[src/rtl/ckout_pkg.sv]
package ckout_pkg;

   localparam int CK_SEL_W   = 2;
   localparam int CK_DIV_W   = 3;
   localparam int CK_MAX_DIV = 4;
   localparam int CK_CNT_W   = (CK_MAX_DIV > 1) ? CK_MAX_DIV - 1 : 1;

   typedef struct packed {
      logic                pol;
      logic                en;
      logic [CK_DIV_W-1:0] div;
      logic [CK_SEL_W-1:0] sel;
   } bcfg_t;

   localparam int CK_BCFG_W = $bits(bcfg_t);

   function automatic logic div_bypass(input logic [CK_DIV_W-1:0] code);
      return (code == '0) || (32'(code) > CK_MAX_DIV);
   endfunction

   function automatic logic [CK_CNT_W-1:0] div_half_m1(input logic [CK_DIV_W-1:0] code);
      if (div_bypass(code))
         return '0;
      return CK_CNT_W'((32'd1 << (32'(code) - 32'd1)) - 32'd1);
   endfunction

endpackage

[src/rtl/ckout_sync.sv]
module ckout_sync #(
   parameter int STAGES = 2
) (
   input  logic clk,
   input  logic rst_n,
   input  logic d,
   output logic lvl,
   output logic rise,
   output logic fall
);

   logic [STAGES-1:0] sh_q;
   logic              prev_q;

   generate
      if (STAGES < 2) begin : g_bad_stages
         $error("ckout_sync needs at least two stages");
      end
   endgenerate

   always_ff @(posedge clk) begin
      if (!rst_n) begin
         sh_q   <= '0;
         prev_q <= 1'b0;
      end else begin
         sh_q   <= {sh_q[STAGES-2:0], d};
         prev_q <= sh_q[STAGES-1];
      end
   end

   assign lvl  = sh_q[STAGES-1];
   assign rise = lvl & ~prev_q;
   assign fall = ~lvl & prev_q;

endmodule

[src/rtl/ckout_srcmux.sv]
module ckout_srcmux #(
   parameter int NSRC  = 4,
   parameter int SEL_W = 2
) (
   input  logic [NSRC-1:0]  lvl_v,
   input  logic [NSRC-1:0]  rise_v,
   input  logic [NSRC-1:0]  fall_v,
   input  logic [SEL_W-1:0] sel,
   output logic             lvl,
   output logic             rise,
   output logic             fall
);

   generate
      if (NSRC != (1 << SEL_W)) begin : g_bad_nsrc
         $error("source count must equal 2**SEL_W");
      end
   endgenerate

   assign lvl  = lvl_v[sel];
   assign rise = rise_v[sel];
   assign fall = fall_v[sel];

endmodule

[src/rtl/ckout_regs.sv]
module ckout_regs #(
   parameter int DATA_W = 8
) (
   input  logic                   clk,
   input  logic                   rst_n,
   input  logic                   wr_en,
   input  logic                   addr,
   input  logic [DATA_W-1:0]      wdata,
   output logic [DATA_W-1:0]      rdata,
   output logic                   a_en,
   output logic                   a_pol,
   output ckout_pkg::bcfg_t       b_cfg
);
   import ckout_pkg::*;

   generate
      if (DATA_W < CK_BCFG_W + 1) begin : g_bad_width
         $error("data width too small for register fields");
      end
   endgenerate

   logic unused_wbits;
   assign unused_wbits = ^wdata[DATA_W-1:CK_BCFG_W];

   always_ff @(posedge clk) begin
      if (!rst_n) begin
         a_en  <= 1'b0;
         a_pol <= 1'b0;
         b_cfg <= '0;
      end else if (wr_en) begin
         if (!addr) begin
            a_en  <= wdata[0];
            a_pol <= wdata[1];
         end else begin
            b_cfg <= bcfg_t'(wdata[CK_BCFG_W-1:0]);
         end
      end
   end

   always_comb begin
      rdata = '0;
      if (!addr)
         rdata[1:0] = {a_pol, a_en};
      else
         rdata[CK_BCFG_W-1:0] = b_cfg;
   end

   assert_wr_b_R10: assert property (@(posedge clk) disable iff (!rst_n)
      (wr_en && addr) |=> (b_cfg == $past(wdata[CK_BCFG_W-1:0])));

   assert_wr_a_R10: assert property (@(posedge clk) disable iff (!rst_n)
      (wr_en && !addr) |=> ({a_pol, a_en} == $past(wdata[1:0])));

endmodule

[src/rtl/ckout_lane.sv]
module ckout_lane #(
   parameter int CNT_W = 3
) (
   input  logic             clk,
   input  logic             rst_n,
   input  logic             src_lvl,
   input  logic             src_rise,
   input  logic             src_fall,
   input  logic             want,
   input  logic             restart,
   input  logic             pol,
   input  logic             bypass,
   input  logic [CNT_W-1:0] half_m1,
   output logic             clk_out,
   output logic             parked
);

   logic             run_q, run_d;
   logic             phase_q, phase_d;
   logic [CNT_W-1:0] cnt_q, cnt_d;
   logic             out_d;
   logic             go, stop, start_edge, cur_lvl;

   always_comb begin
      start_edge = bypass ? (pol ? src_fall : src_rise) : src_rise;
      cur_lvl    = bypass ? src_lvl : phase_q;
      go         = !run_q && want && !restart && start_edge;
      stop       = run_q && (!want || restart) && (cur_lvl == pol);
      run_d      = go || (run_q && !stop);

      phase_d = phase_q;
      cnt_d   = cnt_q;
      if (go) begin
         phase_d = pol;
         cnt_d   = '0;
      end else if (run_q && !bypass && src_rise) begin
         if (cnt_q == half_m1) begin
            phase_d = ~phase_q;
            cnt_d   = '0;
         end else begin
            cnt_d = cnt_q + 1'b1;
         end
      end

      if (!run_d)
         out_d = pol;
      else if (bypass)
         out_d = src_lvl;
      else
         out_d = phase_d;
   end

   always_ff @(posedge clk) begin
      if (!rst_n) begin
         run_q   <= 1'b0;
         phase_q <= 1'b0;
         cnt_q   <= '0;
         clk_out <= 1'b0;
      end else begin
         run_q   <= run_d;
         phase_q <= phase_d;
         cnt_q   <= cnt_d;
         clk_out <= out_d;
      end
   end

   assign parked = !run_q;

   assert_edge_only_R8: assert property (@(posedge clk) disable iff (!rst_n)
      (!$stable(clk_out) && ($past(pol) == $past(pol, 2))) |-> $past(src_rise || src_fall));

   assert_start_on_edge_R8: assert property (@(posedge clk) disable iff (!rst_n)
      $rose(run_q) |-> $past(src_rise || src_fall));

   assert_park_at_idle_R3: assert property (@(posedge clk) disable iff (!rst_n)
      $fell(run_q) |-> (clk_out == $past(pol)));

   assert_idle_hold_R3: assert property (@(posedge clk) disable iff (!rst_n)
      (parked && $past(parked) && ($past(pol) == $past(pol, 2))) |-> $stable(clk_out));

endmodule

[src/rtl/clkout_ctrl.sv]
module clkout_ctrl #(
   parameter int NSRC        = 4,
   parameter int SYNC_STAGES = 2,
   parameter int DATA_W      = 8
) (
   input  logic              clk,
   input  logic              rst_n,
   input  logic              osc_in,
   input  logic [NSRC-1:0]   src_in,
   input  logic              req_in,
   input  logic              core_active,
   input  logic              wr_en,
   input  logic              addr,
   input  logic [DATA_W-1:0] wdata,
   output logic [DATA_W-1:0] rdata,
   output logic              clkout_a,
   output logic              clkout_b
);
   import ckout_pkg::*;

   localparam int SEL_W = CK_SEL_W;

   generate
      if (NSRC != (1 << SEL_W)) begin : g_bad_nsrc
         $error("NSRC must match the select field width");
      end
   endgenerate

   // ---------------- configuration ----------------
   logic  a_en, a_pol;
   bcfg_t reg_b, act_q;

   ckout_regs #(.DATA_W(DATA_W)) u_regs (
      .clk(clk), .rst_n(rst_n), .wr_en(wr_en), .addr(addr), .wdata(wdata),
      .rdata(rdata), .a_en(a_en), .a_pol(a_pol), .b_cfg(reg_b)
   );

   // ---------------- synchronisers ----------------
   logic [NSRC-1:0] s_lvl, s_rise, s_fall;
   logic            o_lvl, o_rise, o_fall;

   generate
      for (genvar k = 0; k < NSRC; k++) begin : g_src_sync
         ckout_sync #(.STAGES(SYNC_STAGES)) u_sync (
            .clk(clk), .rst_n(rst_n), .d(src_in[k]),
            .lvl(s_lvl[k]), .rise(s_rise[k]), .fall(s_fall[k])
         );
      end
   endgenerate

   ckout_sync #(.STAGES(SYNC_STAGES)) u_osc_sync (
      .clk(clk), .rst_n(rst_n), .d(osc_in),
      .lvl(o_lvl), .rise(o_rise), .fall(o_fall)
   );

   // ---------------- output A ----------------
   logic a_parked;

   ckout_lane #(.CNT_W(CK_CNT_W)) u_lane_a (
      .clk(clk), .rst_n(rst_n),
      .src_lvl(o_lvl), .src_rise(o_rise), .src_fall(o_fall),
      .want(a_en | req_in), .restart(1'b0), .pol(a_pol),
      .bypass(1'b1), .half_m1('0),
      .clk_out(clkout_a), .parked(a_parked)
   );

   // ---------------- output B ----------------
   logic b_lvl, b_rise, b_fall, b_parked, b_restart, b_want;

   ckout_srcmux #(.NSRC(NSRC), .SEL_W(SEL_W)) u_mux (
      .lvl_v(s_lvl), .rise_v(s_rise), .fall_v(s_fall), .sel(act_q.sel),
      .lvl(b_lvl), .rise(b_rise), .fall(b_fall)
   );

   always_ff @(posedge clk) begin
      if (!rst_n)
         act_q <= '0;
      else if (b_parked)
         act_q <= reg_b;
   end

   assign b_restart = {act_q.pol, act_q.div, act_q.sel} != {reg_b.pol, reg_b.div, reg_b.sel};
   assign b_want    = core_active & reg_b.en;

   ckout_lane #(.CNT_W(CK_CNT_W)) u_lane_b (
      .clk(clk), .rst_n(rst_n),
      .src_lvl(b_lvl), .src_rise(b_rise), .src_fall(b_fall),
      .want(b_want), .restart(b_restart), .pol(act_q.pol),
      .bypass(div_bypass(act_q.div)), .half_m1(div_half_m1(act_q.div)),
      .clk_out(clkout_b), .parked(b_parked)
   );

   assert_cfg_parked_R9: assert property (@(posedge clk) disable iff (!rst_n)
      !$stable(act_q) |-> $past(b_parked));

   assert_b_gate_R7: assert property (@(posedge clk) disable iff (!rst_n)
      $fell(b_parked) |-> $past(core_active && reg_b.en));

   assert_a_gate_R1: assert property (@(posedge clk) disable iff (!rst_n)
      $fell(a_parked) |-> $past(a_en || req_in));

endmodule

[config.mk]
export PLATFORM = sky130hd
export DESIGN_NAME = clkout_ctrl
export DESIGN_NICKNAME = d
export VERILOG_FILES = /design/src/rtl/ckout_pkg.sv /design/src/rtl/ckout_sync.sv /design/src/rtl/ckout_srcmux.sv /design/src/rtl/ckout_regs.sv /design/src/rtl/ckout_lane.sv /design/src/rtl/clkout_ctrl.sv
export SDC_FILE = /design/constraint.sdc
export NUM_CORES = 1
export LEC_CHECK = 0
export ABC_AREA = 1
export BUFFER_PORTS_ARGS = -buffer_cell sky130_fd_sc_hd__buf_2
export CELL_PAD_IN_SITES_DETAIL_PLACEMENT = 1
export CELL_PAD_IN_SITES_GLOBAL_PLACEMENT = 2
export CORE_MARGIN = 1.5
export CORE_UTILIZATION = 28
export CTS_CLUSTER_DIAMETER = 50
export DETAILED_ROUTE_END_ITERATION = 12
export HOLD_SLACK_MARGIN = 0.15
export PLACE_DENSITY = 0.84
export REMOVE_ABC_BUFFERS = 1
export SETUP_SLACK_MARGIN = 0.5
export SYNTH_ARGS = -nofsm -noshare
export SYNTH_HDL_FRONTEND = slang
export SYNTH_SLANG_ARGS = --single-unit
[constraint.sdc]
create_clock -name clk -period 2.25 [get_ports clk]
set_input_delay 0.225 -clock clk [delete_from_list [all_inputs] [get_ports clk]]
set_output_delay 0.225 -clock clk [all_outputs]
set_load 0.01 [all_outputs]
Word level (Yosys, flattened, before mapping)
Cells that the tools add are included.
{"block": "word_totals", "register_bits": 38, "in_bits": 19, "output_inout_bits": 10, "wordCells": 111}
{"block": "classes", "addsub": 3, "order_cmp": 2, "n_eq_ne": 4, "n_shift": 1, "mux": 22, "bitwise": 25, "n_reduce_logical": 29}
{"cell": "$shl A1 B32 Y3 const A", "count": 1}
{"cell": "$mux W1", "count": 14}
{"cell": "$logic_and A1 B1 Y1", "count": 13}
{"cell": "$not A1 Y1", "count": 13}
{"cell": "$and A1 B1 Y1", "count": 11}
{"cell": "$mux W3", "count": 3}
{"cell": "$logic_not A1 Y1", "count": 8}
{"cell": "$bmux W1 S2", "count": 3}
{"cell": "$ne A6 B6 Y1", "count": 1}
{"cell": "$mux W5", "count": 1}
{"cell": "$logic_or A1 B1 Y1", "count": 4}
{"cell": "$reduce_and A2 Y1", "count": 2}
{"cell": "$sub A3 B1 Y4 const B", "count": 1}
{"cell": "$add A3 B1 Y3 const B", "count": 1}
{"cell": "$eq A3 B3 Y1", "count": 1}
{"cell": "$gt A3 B3 Y1 const B", "count": 1}
{"cell": "$logic_not A3 Y1", "count": 1}
{"cell": "$lt A2 B3 Y1 const B", "count": 1}
{"cell": "$sub A3 B1 Y3 const B", "count": 1}
{"cell": "$eq A1 B1 Y1", "count": 2}
{"cell": "$mux W2", "count": 1}
{"cell": "$reduce_or A2 Y1", "count": 1}
{"cell": "$or A1 B1 Y1", "count": 1}

Longest topological paths before layout
Gate-level depths: netlist of the first run.
{"block": "logic_depth", "depth_word": 10, "depth_mapped": 19, "mapped_depth_nobuf": 19}

Modules after synthesis
Synthesis of the first run repeated with hierarchy kept, for this count alone.
{"block": "hier_totals", "hier_cells": 377, "hier_area_um2": 2408.6}
{"module": "ckout_lane", "n_inst": 2, "cells_per_inst": 69, "area_each_um2": 440.4, "seq_area_each_um2": 120.1}
{"module": "ckout_sync", "n_inst": 5, "cells_per_inst": 13, "area_each_um2": 100.1, "seq_area_each_um2": 60.1}
{"module": "ckout_regs", "n_inst": 1, "cells_per_inst": 65, "area_each_um2": 454.2, "seq_area_each_um2": 180.2}
{"module": "clkout_ctrl", "n_inst": 1, "cells_per_inst": 74, "area_each_um2": 434.2, "seq_area_each_um2": 120.1}
{"module": "ckout_srcmux", "n_inst": 1, "cells_per_inst": 35, "area_each_um2": 138.9, "seq_area_each_um2": 0.0}

Worst setup path after synthesis of the first run
No wires, ideal clock.
{"block": "synth_timing", "path_type": "reg2reg", "startpoint": "reg act_q[2]", "endpoint": "reg u_lane_b.clk_out", "setup_ps": 118, "arrival_ps": 1975, "required_time_ps": 2132, "setup_slack_ps": 157, "stages_incl_launch_ff": 20, "path_buffers": 0, "synth_period_minus_slack_ps": 2093, "cell_sequence": "dfxtp_1 -> inv_1 -> ha_1 -> inv_1 -> nand2_2 -> nand2_4 -> o2111ai_1 -> ha_1 -> inv_1 -> nand3_1 -> nand2_1 -> nand2_1 -> nand2_1 -> inv_2 -> nand3_1 -> nand2_1 -> nand2_1 -> nand2_2 -> nand3_2 -> a21oi_1"}
{"block": "synth_between", "elab_chain_cells": 10, "elab_cells_between_ends": 30, "classes_between": "add/sub: 2; order compare: 1; eq/ne: 3; shift: 1; mux: 9; reduce/logical: 14"}
{"element": "start: declaration", "line": "clkout_ctrl.sv:31", "source": "bcfg_t reg_b, act_q;"}
{"element": "start signal: assignment", "line": "clkout_ctrl.sv:79", "source": "act_q <= reg_b;"}
{"element": "$sub A3 B1 Y4 (tied with other cells)", "line": "ckout_pkg.sv:24", "source": "return CK_CNT_W'((32'd1 << (32'(code) - 32'd1)) - 32'd1);"}
{"element": "$shl A1 B32 Y3 / $logic_or A1 B1 Y1 (equally long branches)", "line": "ckout_pkg.sv:24, ckout_pkg.sv:18"}
{"element": "$sub A3 B1 Y3 / $mux W1 (equally long branches)", "line": "ckout_pkg.sv:24, ckout_pkg.sv:22"}
{"element": "$mux W3", "line": "ckout_pkg.sv:24"}
{"element": "$eq A3 B3 Y1", "line": "ckout_lane.sv:37", "source": "if (cnt_q == half_m1) begin"}
{"element": "$mux W1", "line": "ckout_lane.sv:37"}
{"element": "$mux W1", "line": "ckout_lane.sv:36", "source": "end else if (run_q && !bypass && src_rise) begin"}
{"element": "$mux W1", "line": "ckout_lane.sv:33", "source": "if (go) begin"}
{"element": "$mux W1", "line": "ckout_lane.sv:47", "source": "else if (bypass)"}
{"element": "$mux W1 (*)", "line": "ckout_lane.sv:45", "source": "if (!run_d)"}
{"element": "end signal: assignment", "line": "ckout_lane.sv:63", "source": "clk_out <= out_d;"}
{"element": "end: declaration", "line": "ckout_lane.sv:14", "source": "output logic clk_out,"}
Mark *: on every way between the ends. The rest lies on a longest branch, timed or not.
A chain may end at the register's enable or synchronous reset.

Final worst setup path of the first run
{"block": "layout_timing", "startpoint": "reg act_q[3]", "endpoint": "reg u_lane_b.clk_out"}
Same word-level chain as after synthesis.

==> impl_metrics.csv, run 1 <==
group,metric,value,unit
clocking,cts.clk_slew.worst_paths,0.08,ns
route,detailroute.via_count,1743,
setup_path,cp-start-kind,"flop",
route,drc,0,
synthesis,synthCells,265,
job,maxCapViolCount,0,
status,status,"finished clean",
sta,period_minus_slack,2.00,ns
sta,max_freq,500,MHz
sta,tightest_slew,0.584,ns
sta,setup_tns,0,ns
global_routing,grt_max_degree,36,
clocking,cts_buffers,5,
synthesis,async_flop_share,0,
pwr,p_clk_frac,0.433,
pwr,leakage,1.13,nW
finish,final_nets,325,
route,ant_nets,0,
synthesis,synth.most_common_cell,"nand2_1",
place,io_buffers,26,
clocking,clockBufferDepth,2,
route,via_per_inst,4.57,
sta,rsz0062_at_grt,"yes",
place,dp_cells,363,
synthesis,synth_flop_cell,"dfxtp_1",
sta,setup_viol,0,
global_routing,grt_pass1_vias,1667,
pwr,p_per_area,693,mW/mm2
setup_path,crit_type,"flop to flop",
pwr,sw_frac_of_total,0.245,
sta,hold_viol_final,0,
synthesis,yosys-top-cells-area,"dfxtp_1 (41%), nand2_1 (12%), inv_1 (8.9%)",
global_routing,track_usage,0.127,
floorplan,rows,29,
synthesis,synth_top_area_frac,0.408,
route,first_iter_violations,58,
floorplan,core_area,0.00639,mm2
synthesis,ys_types,31,
floorplan,io_pins,29,
pwr,power_switching,0.399,mW
pwr,p_comb_frac,0.121,
worst_hold_path,hold_path.class,"input port to flop",
sta,max_slew_margin,0.610,
finish,instances_no_fill,381,
global_routing,grt_pass1_wl,7330,um
sta,report.final.slew_viol_count,0,
synthesis,synth_area,0.00186,mm2
global_routing,overflow,0,
synthesis,yosysWarnings,0,
clocking,htreeDepth,2,
synthesis,ys_seq_area_frac,0.408,
route,firstDrtPassIters,4,
global_routing,antenna_found_initial,0,
pwr,seqPwrFrac,0.446,
floorplan,die_area,0.00715,mm2
floorplan,die_w,84.6,um
finish,drive_gt1_frac,0.247,
place,dp_hpwl,3040,um
floorplan,start_util,0.292,
clocking,cts_sinks,38,
setup_path,crit_required,2.48,ns
place,globalplace.congestion,0.764,
pwr,internal-power,1.23,mW
synthesis,synth_area_leader_cell,"dfxtp_1",
finish,antenna_cells,0,
setup_path,worstPathMaxFanout,3,
route,routed_wl,4210,um
synthesis,synth-edff-count,0,
synthesis,synth_common_cells,"nand2_1 (59), inv_1 (44), dfxtp_1 (38)",
sta,fin_skew,0.00317,ns
clocking,insertion_delay,0.29,ns
pwr,peakVddDrop,0.000346,V
sta,fin_crit_sh,0.890,
route,wire_per_inst,11.0,um
setup_path,cp.arrival,2.23,ns
synthesis,ys_ff_latch,38,
clocking,cts_tree,"done",
floorplan,die_height,84.6,um
finish,area_delta_synth_final,26.1,%
clocking,clock-root-buffer,"clkbuf_8",
synthesis,avgSynthCellArea,7.03,um2
setup_path,end_kind,"flop",
## logic make-up after synthesis
group	after synthesis	share of synthesized area
AO/OA/AOI/OAI	44	0.127
XOR/XNOR	5	0.0235
adder cells (fa/ha/maj)	3	0.0201
buffers and inverters	58	0.126
flip-flops	38	0.408
other	1	0.00201
AND/OR/NAND/NOR	116	0.293
## cell type report
cell class,instances,area (um2)
clock buffers,5,68.8
clock inverters,3,68.8
fillers,827,4040
inverters,50,200
multi-input cells,169,911
flip-flops and latches,38,763
well taps,77,96.3
repair buffers,39,240
## repair_timing
item / in CTS / in global routing
endpoints found under the hold margin: 5 / 0
pin swaps: 5 / 9
buffers inserted: 2 / 3
hold buffers: 5 / 0
resized for setup: 11 / 7
endpoints found under the setup margin: 6 / 6
## state kept, by name, summed over array words and instances, names as in the netlist
signal / flops
g_src_sync.u_sync.sh_q: 8
u_regs.b_cfg: 7
act_q: 6
g_src_sync.u_sync.prev_q: 4
u_lane_b.cnt_q: 3
u_osc_sync.sh_q: 2
u_lane_a.clk_out: 1
u_lane_a.run_q: 1
u_lane_b.clk_out: 1
u_lane_b.phase_q: 1
u_lane_b.run_q: 1
u_osc_sync.prev_q: 1
u_regs.a_en: 1
u_regs.a_pol: 1
## critical path: stages, from the launching register on
cell       delay [ns]
dfxtp_2          0.37
inv_4            0.05
ha_4             0.17
inv_4            0.06
nand2_4          0.04
nand2_4          0.06
o2111ai_2        0.09
ha_1             0.31
inv_2            0.07
nand3_1          0.07
nand2_1          0.07
nand2_1          0.06
inv_2            0.07
nand3_2          0.07
nand2_1          0.07
nand2_1          0.06
nand2_2          0.07
nand3_2          0.07
a21oi_2          0.13
## layout by cell type, fill, tap and decap left out, drive strengths merged
| cell | n |
|---|---|
| o211ai | 1 |
| o2111ai | 1 |
| clkinv | 1 |
| nor3 | 2 |
| o32ai | 1 |
| nor2 | 18 |
| xor2 | 4 |
| a21oi | 16 |
| dfxtp | 38 |
| conb | 1 |
| o21ai | 24 |
| a21boi | 1 |
| buf | 34 |
| bufinv | 2 |
| ha | 3 |
| nand3 | 24 |
| dlygate4sd3 | 5 |
| nand4 | 6 |
| clkbuf | 5 |
| inv | 50 |
| xnor2 | 1 |
| nand2 | 65 |
| nor3b | 1 |
## final timing paths
| check | slack [ns] | to | cells past startpoint | start |
|---|---|---|---|---|
| worst max-delay path | 0.25 | u_lane_b.clk_out | 18 | act_q[3] |
| worst max register to register | 0.25 | u_lane_b.clk_out | 18 | act_q[3] |
| worst min register to register | 0.42 | g_src_sync[1].u_sync.sh_q[1] | 2 | g_src_sync[1].u_sync.sh_q[0] |
| worst min-delay path | 0.18 | u_regs.b_cfg[6] | 3 | wdata[6] |
## power by group through the flow
stage	clock (mW)	sequential [mW]	combinational (mW)
after global routing	0.758	0.731	0.223
after floorplan	0	0.737	0.112
after global placement	0	0.740	0.170
after CTS	0.730	0.727	0.191
final	0.704	0.726	0.197
after detailed placement	0	0.741	0.174
## metrics by stage
step                      hold slack (ns)  worst slack (ns)  area, um2  utilization  total power [mW]
after detailed placement            0.407             0.104       2070        0.324             0.915
after global routing                0.199            0.0518       2350        0.368              1.71
after global placement              0.396             0.168       2070        0.324             0.910
after floorplan                     0.318             0.157       1820            -             0.849
final                               0.177             0.248       2350        0.368              1.63
after CTS                           0.166             0.253       2310        0.361              1.65
## layer usage
layer / up-vias / GRT usage / wire length (um)
li1: 908 / - / -
met1: 803 / 0.149 / 1980
met2: 25 / 0.216 / 2000
met3: 7 / 0.0344 / 145
met4: 0 / 0.0543 / 85
met5: - / 0 / 0
No activity file was read; power rests on OpenSTA's default activity.
==> run 2, diff against run 1 <==
- SYNTH_HIERARCHICAL: not set -> 1
==> run 2 against run 1 <==
  * Flip-flop and latch count rose by 4
  * Critical path depth rose by 1
  * Non-clock buffer count did not move
  * Wire length rose by 30%
  * Critical endpoint is now u_lane_b/clk_out
==> impl_metrics.csv, run 2 <==
group,metric,value,unit
clocking,insertion_delay,0.29,ns
global_routing,grt_max_degree,26,
floorplan,die_area,0.00915,mm2
clocking,cts_sinks,42,
sta,max_freq,476,MHz
finish,area_delta_synth_final,21.5,%
sta,fin_skew,0.00365,ns
clocking,cts_buffers,5,
clocking,clock-root-buffer,"clkbuf_8",
floorplan,die_height,95.7,um
setup_path,cp-start-kind,"flop",
route,detailroute.via_count,2258,
pwr,power_switching,0.445,mW
global_routing,grt_pass1_vias,2290,
finish,drive_gt1_frac,0.233,
sta,hold_slack,0.169,ns
finish,antenna_cells,0,
route,routed_wl,5480,um
place,globalplace.congestion,0.778,
route,via_per_inst,4.26,
clocking,cts.clk_slew.worst_paths,0.08,ns
setup_path,cpPeakStageDelay,0.34,ns
sta,hold_viol_final,0,
place,io_buffers,26,
place,place_ws,-0.0133,ns
setup_path,worstPathMaxFanout,2,
route,wire_per_inst,10.3,um
place,placed_area,0.00267,mm2
route,firstDrtPassIters,4,
finish,fin_area,0.00292,mm2
floorplan,die_w,95.7,um
sta,rsz0062_at_grt,"yes",
clocking,cts_tree,"done",
global_routing,grt_pass1_wl,9640,um
synthesis,synthCells,376,
pwr,p_per_area,537,mW/mm2
finish,largest_reg_flops,8,
pwr,total_power,1.57,mW
finish,top_register,"g_src_sync.u_sync/sh_q",
finish,reg.largest.list,"g_src_sync.u_sync/sh_q: 8 flops, u_regs/b_cfg: 7 flops, act_q: 6 flops",
clocking,clockBufferDepth,2,
place,dp_hpwl,4060,um
floorplan,start_util,0.291,
setup_path,path_cells,"inv_2, ha_4, xor2_2, inv_2, nand3_2, ha_4, inv_2, nor2_2, nor3_2, buf_4, nand2_1, nand2_2, nor2_4, nand2_2, nand2_2, nand3_2, nand2_1, nand2_1, a21oi_2",
sta,fin_crit_sh,0.934,
pwr,internal-power,1.12,mW
job,maxCapViolCount,0,
pwr,p_clk_frac,0.327,
synthesis,avgSynthCellArea,6.40,um2
pwr,p_comb_frac,0.164,
sta,setup_viol,0,
synthesis,synth_area,0.00240,mm2
sta,period_minus_slack,2.10,ns
sta,report.final.slew_viol_count,0,
route,drc,0,
setup_path,slowest_stage,"dfxtp_2",
setup_path,end_kind,"flop",
floorplan,io_pins,29,
pwr,sw_frac_of_total,0.284,
pwr,leakage,1.51,nW
global_routing,overflow,0,
setup_path,crit_required,2.43,ns
worst_hold_path,holdPathStages,3,
status,status,"finished clean",
finish,final_common_cell,"nand2_1",
pwr,peakVddDrop,0.000219,V
floorplan,rows,33,
place,dp_cells,512,
finish,instances_no_fill,530,
finish,final_nets,447,
setup_path,crit_type,"flop to flop",
finish,layout_common_cells,"nand2_1 (101), inv_1 (84), dfxtp_1 (38)",
synthesis,yosysWarnings,6,
global_routing,antenna_found_initial,0,
floorplan,core_area,0.00826,mm2
global_routing,track_usage,0.132,
worst_hold_path,hold_path.class,"input port to flop",
sta,fin_ws,0.149,ns
pwr,seqPwrFrac,0.509,
clocking,htreeDepth,2,
route,first_iter_violations,47,
route,ant_nets,0,
setup_path,cp.arrival,2.28,ns
setup_path,r2r_cells,19,
run 2: cell count changes in the layout (fill, tap and decap cells not counted), moves of 5 or more:
cell / before / now
inv_1: 40 / 84
nand2_1: 58 / 101
o21ai_0: 22 / 10
nor2_2: 2 / 13
conb_1: 1 / 11
o21ai_1: 1 / 7
a21oi_1: 15 / 20
nand2_2: 4 / 9
nor2_1: 15 / 20
run 2: path summary, 6_finish.rpt:
check / startpoint / end / slack [ns]
worst max-delay path: act_q[3] / u_lane_b/clk_out / 0.15
worst min-delay path: wdata[6] / u_regs/b_cfg[6] / 0.17
worst min register to register: g_src_sync[0].u_sync/sh_q[0] / g_src_sync[0].u_sync/sh_q[1] / 0.42
worst max register to register: act_q[3] / u_lane_b/clk_out / 0.15
run 2: critical path, delay by kind of cell (launching register included):
kind | cells | cell delay (ns)
adders and majority gates | 2 | 0.33
DFF | 1 | 0.34
xor gates and xnor gates | 1 | 0.15
and+or+nand+nor | 11 | 0.81
buffers and inverters | 4 | 0.31
AOI/OAI and AO/OA | 1 | 0.05
run 2: stage by stage:
stage / utilization / TNS (ns)
6_report: 0.354 / 0
5_1_grt: 0.354 / -0.0270
4_1_cts: 0.350 / 0
3_5_place_dp: 0.323 / -0.0133
3_3_place_gp: 0.323 / 0
2_1_floorplan: - / 0
run 2: power by group through the flow:
stage | clock [mW] | combinational, mW | sequential, mW
2_1_floorplan | 0 | 0.159 | 0.810
3_3_place_gp | 0 | 0.229 | 0.815
6_report | 0.513 | 0.258 | 0.799
3_5_place_dp | 0 | 0.234 | 0.817
4_1_cts | 0.547 | 0.253 | 0.800
5_1_grt | 0.566 | 0.300 | 0.805
run 2: area by class of cell:
| type | count | area (um2) |
|---|---|---|
| Multi-Input combinational cell | 243 | 1260 |
| Sequential cell | 42 | 846 |
| Clock buffer | 7 | 86.3 |
| Tap cell | 105 | 131 |
| Fill cell | 1070 | 5340 |
| Clock inverter | 1 | 5.00 |
| Inverter | 93 | 352 |
| Timing Repair Buffer | 39 | 240 |
run 2: timing repair:
action | 4_1_cts | 5_1_grt
setup endpoints to repair | 5 | 6
gates cloned | 0 | 0
endpoints found under the hold margin | 5 | 0
resized for setup | 15 | 9
hold buffers | 5 | 0
pin swaps | 8 | 2
setup buffers | 4 | 1
run 2: routing by layer:
layer,vias up,routed length (um),global-route usage
li1,1201,-,-
met1,1032,2600,0.159
met2,23,2710,0.237
met3,2,142,0.0287
met4,0,28,0.0294
met5,-,0,0
==> run 3, diff against run 2 <==
- ABC_AREA: 1 -> not set
- CAP_MARGIN: not set -> 15
- CORE_UTILIZATION: 28 -> 33
- PLACE_DENSITY: 0.84 -> 0.85
==> run 3 against run 2 <==
  * The run now ends with negative setup slack left
  * Critical path type unchanged
  * Flip-flop and latch count did not move
  * Worst setup slack got worse by 0.26 ns
  * Combinational power fell by 14%
  * Sequential power fell by 2%
  * Critical endpoint unchanged
  * Highest routed layer unchanged
==> impl_metrics.csv, run 3 <==
group,metric,value,unit
sta,max_slew_margin,0.543,
finish,top_register,"g_src_sync.u_sync/sh_q",
sta,setup_tns,-0.460,ns
finish,antenna_cells,0,
clocking,cts_tree,"done",
status,violations,"negative setup slack",
global_routing,grt_pass1_vias,1813,
route,ant_nets,0,
synthesis,synth_top_area_frac,0.363,
pwr,sw_frac_of_total,0.274,
sta,max_freq,423,MHz
finish,final_nets,318,
sta,tightest_slew,0.686,ns
sta,period_minus_slack,2.37,ns
floorplan,die_w,86.7,um
finish,area_delta_synth_final,25.6,%
synthesis,synth_area,0.00231,mm2
sta,setup_viol,5,
synthesis,yosysWarnings,6,
synthesis,synth_common_cells,"dfxtp_1 (42), and2_1 (24), nand2_1 (22)",
clocking,htreeDepth,2,
synthesis,avgSynthCellArea,9.60,um2
pwr,internal-power,1.10,mW
status,status,"complete, but fails checks",
route,first_iter_violations,39,
place,globalplace.congestion,0.799,
clocking,cts_sinks,42,
setup_path,cp.arrival,2.56,ns
sta,fin_ws,-0.116,ns
clocking,clock-root-buffer,"clkbuf_8",
route,via_per_inst,4.81,
setup_path,end_kind,"flop",
setup_path,worstPathMaxFanout,3,
floorplan,start_util,0.341,
route,detailroute.via_count,1886,
finish,final_common_cell,"dfxtp_1",
synthesis,ys_seq_area_frac,0.363,
synthesis,synthCells,241,
sta,fin_crit_sh,1.05,
setup_path,cp-start-kind,"flop",
synthesis,yosys-top-cells-area,"dfxtp_1 (36%), and2_1 (6.5%), mux2i_1 (5.2%)",
finish,drive_gt1_frac,0.301,
sta,fin_skew,0.00509,ns
sta,hold_viol_final,0,
pwr,p_comb_frac,0.146,
floorplan,core_area,0.00679,mm2
clocking,clockBufferDepth,2,
place,io_buffers,26,
clocking,insertion_delay,0.30,ns
clocking,cts.clk_slew.worst_paths,0.09,ns
global_routing,antenna_found_initial,0,
place,dp_hpwl,3630,um
finish,largest_reg_flops,8,
route,routed_wl,5200,um
finish,fin_area,0.00291,mm2
setup_path,crit_required,2.45,ns
pwr,p_clk_frac,0.336,
setup_path,crit_type,"flop to flop",
synthesis,async_flop_share,0,
synthesis,synth_flop_cell,"dfxtp_1",
global_routing,track_usage,0.141,
floorplan,die_area,0.00752,mm2
synthesis,ys_types,43,
pwr,power_switching,0.416,mW
finish,layout_common_cells,"dfxtp_1 (35), buf_2 (26), and2_1 (24)",
global_routing,overflow,0,
finish,reg.largest.list,"g_src_sync.u_sync/sh_q: 8 flops, u_regs/b_cfg: 7 flops, act_q: 6 flops",
route,wire_per_inst,13.3,um
synthesis,synth_area_leader_cell,"dfxtp_1",
pwr,seqPwrFrac,0.518,
floorplan,die_height,86.7,um
synthesis,synth.most_common_cell,"dfxtp_1",
floorplan,io_pins,29,
worst_hold_path,hold_path.class,"input port to flop",
clocking,cts_buffers,5,
route,drc,0,
synthesis,ys_ff_latch,42,
synthesis,synth-edff-count,0,
job,maxCapViolCount,0,
pwr,peakVddDrop,0.000339,V
global_routing,grt_max_degree,46,
sta,rsz0062_at_grt,"yes",
pwr,p_per_area,522,mW/mm2
place,placed_area,0.00259,mm2
pwr,leakage,1.32,nW
sta,report.final.slew_viol_count,0,
global_routing,grt_pass1_wl,8350,um
floorplan,rows,30,
route,firstDrtPassIters,4,
## run 3: critical path, stage by stage (launching register included)
cell     delay [ns]
dfxtp_2        0.35
inv_2          0.05
ha_4           0.17
xor2_2         0.15
inv_1          0.07
nand3_2        0.07
ha_2           0.17
or3_4          0.33
a21oi_4        0.17
xor2_2         0.09
o41ai_2        0.25
a31oi_1        0.14
o221a_1        0.24
## run 3: cell type report
class | instances | area, um2
Clock buffer | 5 | 68.8
Multi-Input combinational cell | 191 | 1490
Timing Repair Buffer | 48 | 323
Fill cell | 809 | 3890
Tap cell | 96 | 120
Inverter | 7 | 26.3
Sequential cell | 42 | 852
Clock inverter | 3 | 25.0
## run 3: cells by family after synthesis
logic type                 count (synthesis)  synth area share
other                                      3           0.00487
DFF                                       42             0.363
adders and majority gates                  4            0.0216
xor gates and xnor gates                  21            0.0827
muxes                                     17            0.0957
buffers and inverters                     15            0.0389
AOI/OAI and AO/OA                         39             0.127
and+or+nand+nor                          100             0.266
## run 3: path summary, 6_finish.rpt
check | startpoint | end | slack [ns] | cells past startpoint
max | act_q[2] | u_lane_b/clk_out | -0.12 | 12
min | wdata[4] | u_regs/b_cfg[4] | 0.17 | 3
max reg2reg | act_q[2] | u_lane_b/clk_out | -0.12 | 12
min reg2reg | g_src_sync[2].u_sync/sh_q[0] | g_src_sync[2].u_sync/sh_q[1] | 0.44 | 1
## run 3: stage by stage
step | hold WS, ns | instances | setup slack, ns | util | total power [mW]
2_1_floorplan | 0.347 | 240 | -0.352 | - | 0.915
3_3_place_gp | 0.416 | 371 | -0.203 | 0.382 | 0.980
3_5_place_dp | 0.425 | 371 | -0.312 | 0.382 | 0.987
4_1_cts | 0.159 | 387 | -0.104 | 0.413 | 1.52
5_1_grt | 0.159 | 392 | -0.229 | 0.428 | 1.60
6_report | 0.169 | 392 | -0.116 | 0.428 | 1.52
## run 3: layer usage
layer | routed length, um | GRT usage | up-vias
met5 | 0 | 0 | -
met4 | 63 | 0.0543 | 0
met3 | 126 | 0.0343 | 5
met2 | 2710 | 0.240 | 19
met1 | 2300 | 0.172 | 921
li1 | - | - | 941
## run 3: what timing repair did
item	in CTS	in global routing
hold endpoints to repair	5	0
gates resized for setup	10	22
buffers inserted	3	5
hold buffers	5	0
gates cloned	0	0
setup endpoints to repair	6	6
pin swaps	5	5
## run 3: power groups by stage
| stage | registers (mW) | logic, mW | clock network (mW) |
|---|---|---|---|
| 4_1_cts | 0.787 | 0.201 | 0.531 |
| 2_1_floorplan | 0.800 | 0.116 | 0 |
| 3_3_place_gp | 0.803 | 0.178 | 0 |
| 5_1_grt | 0.790 | 0.245 | 0.564 |
| 6_report | 0.787 | 0.222 | 0.509 |
| 3_5_place_dp | 0.804 | 0.183 | 0 |
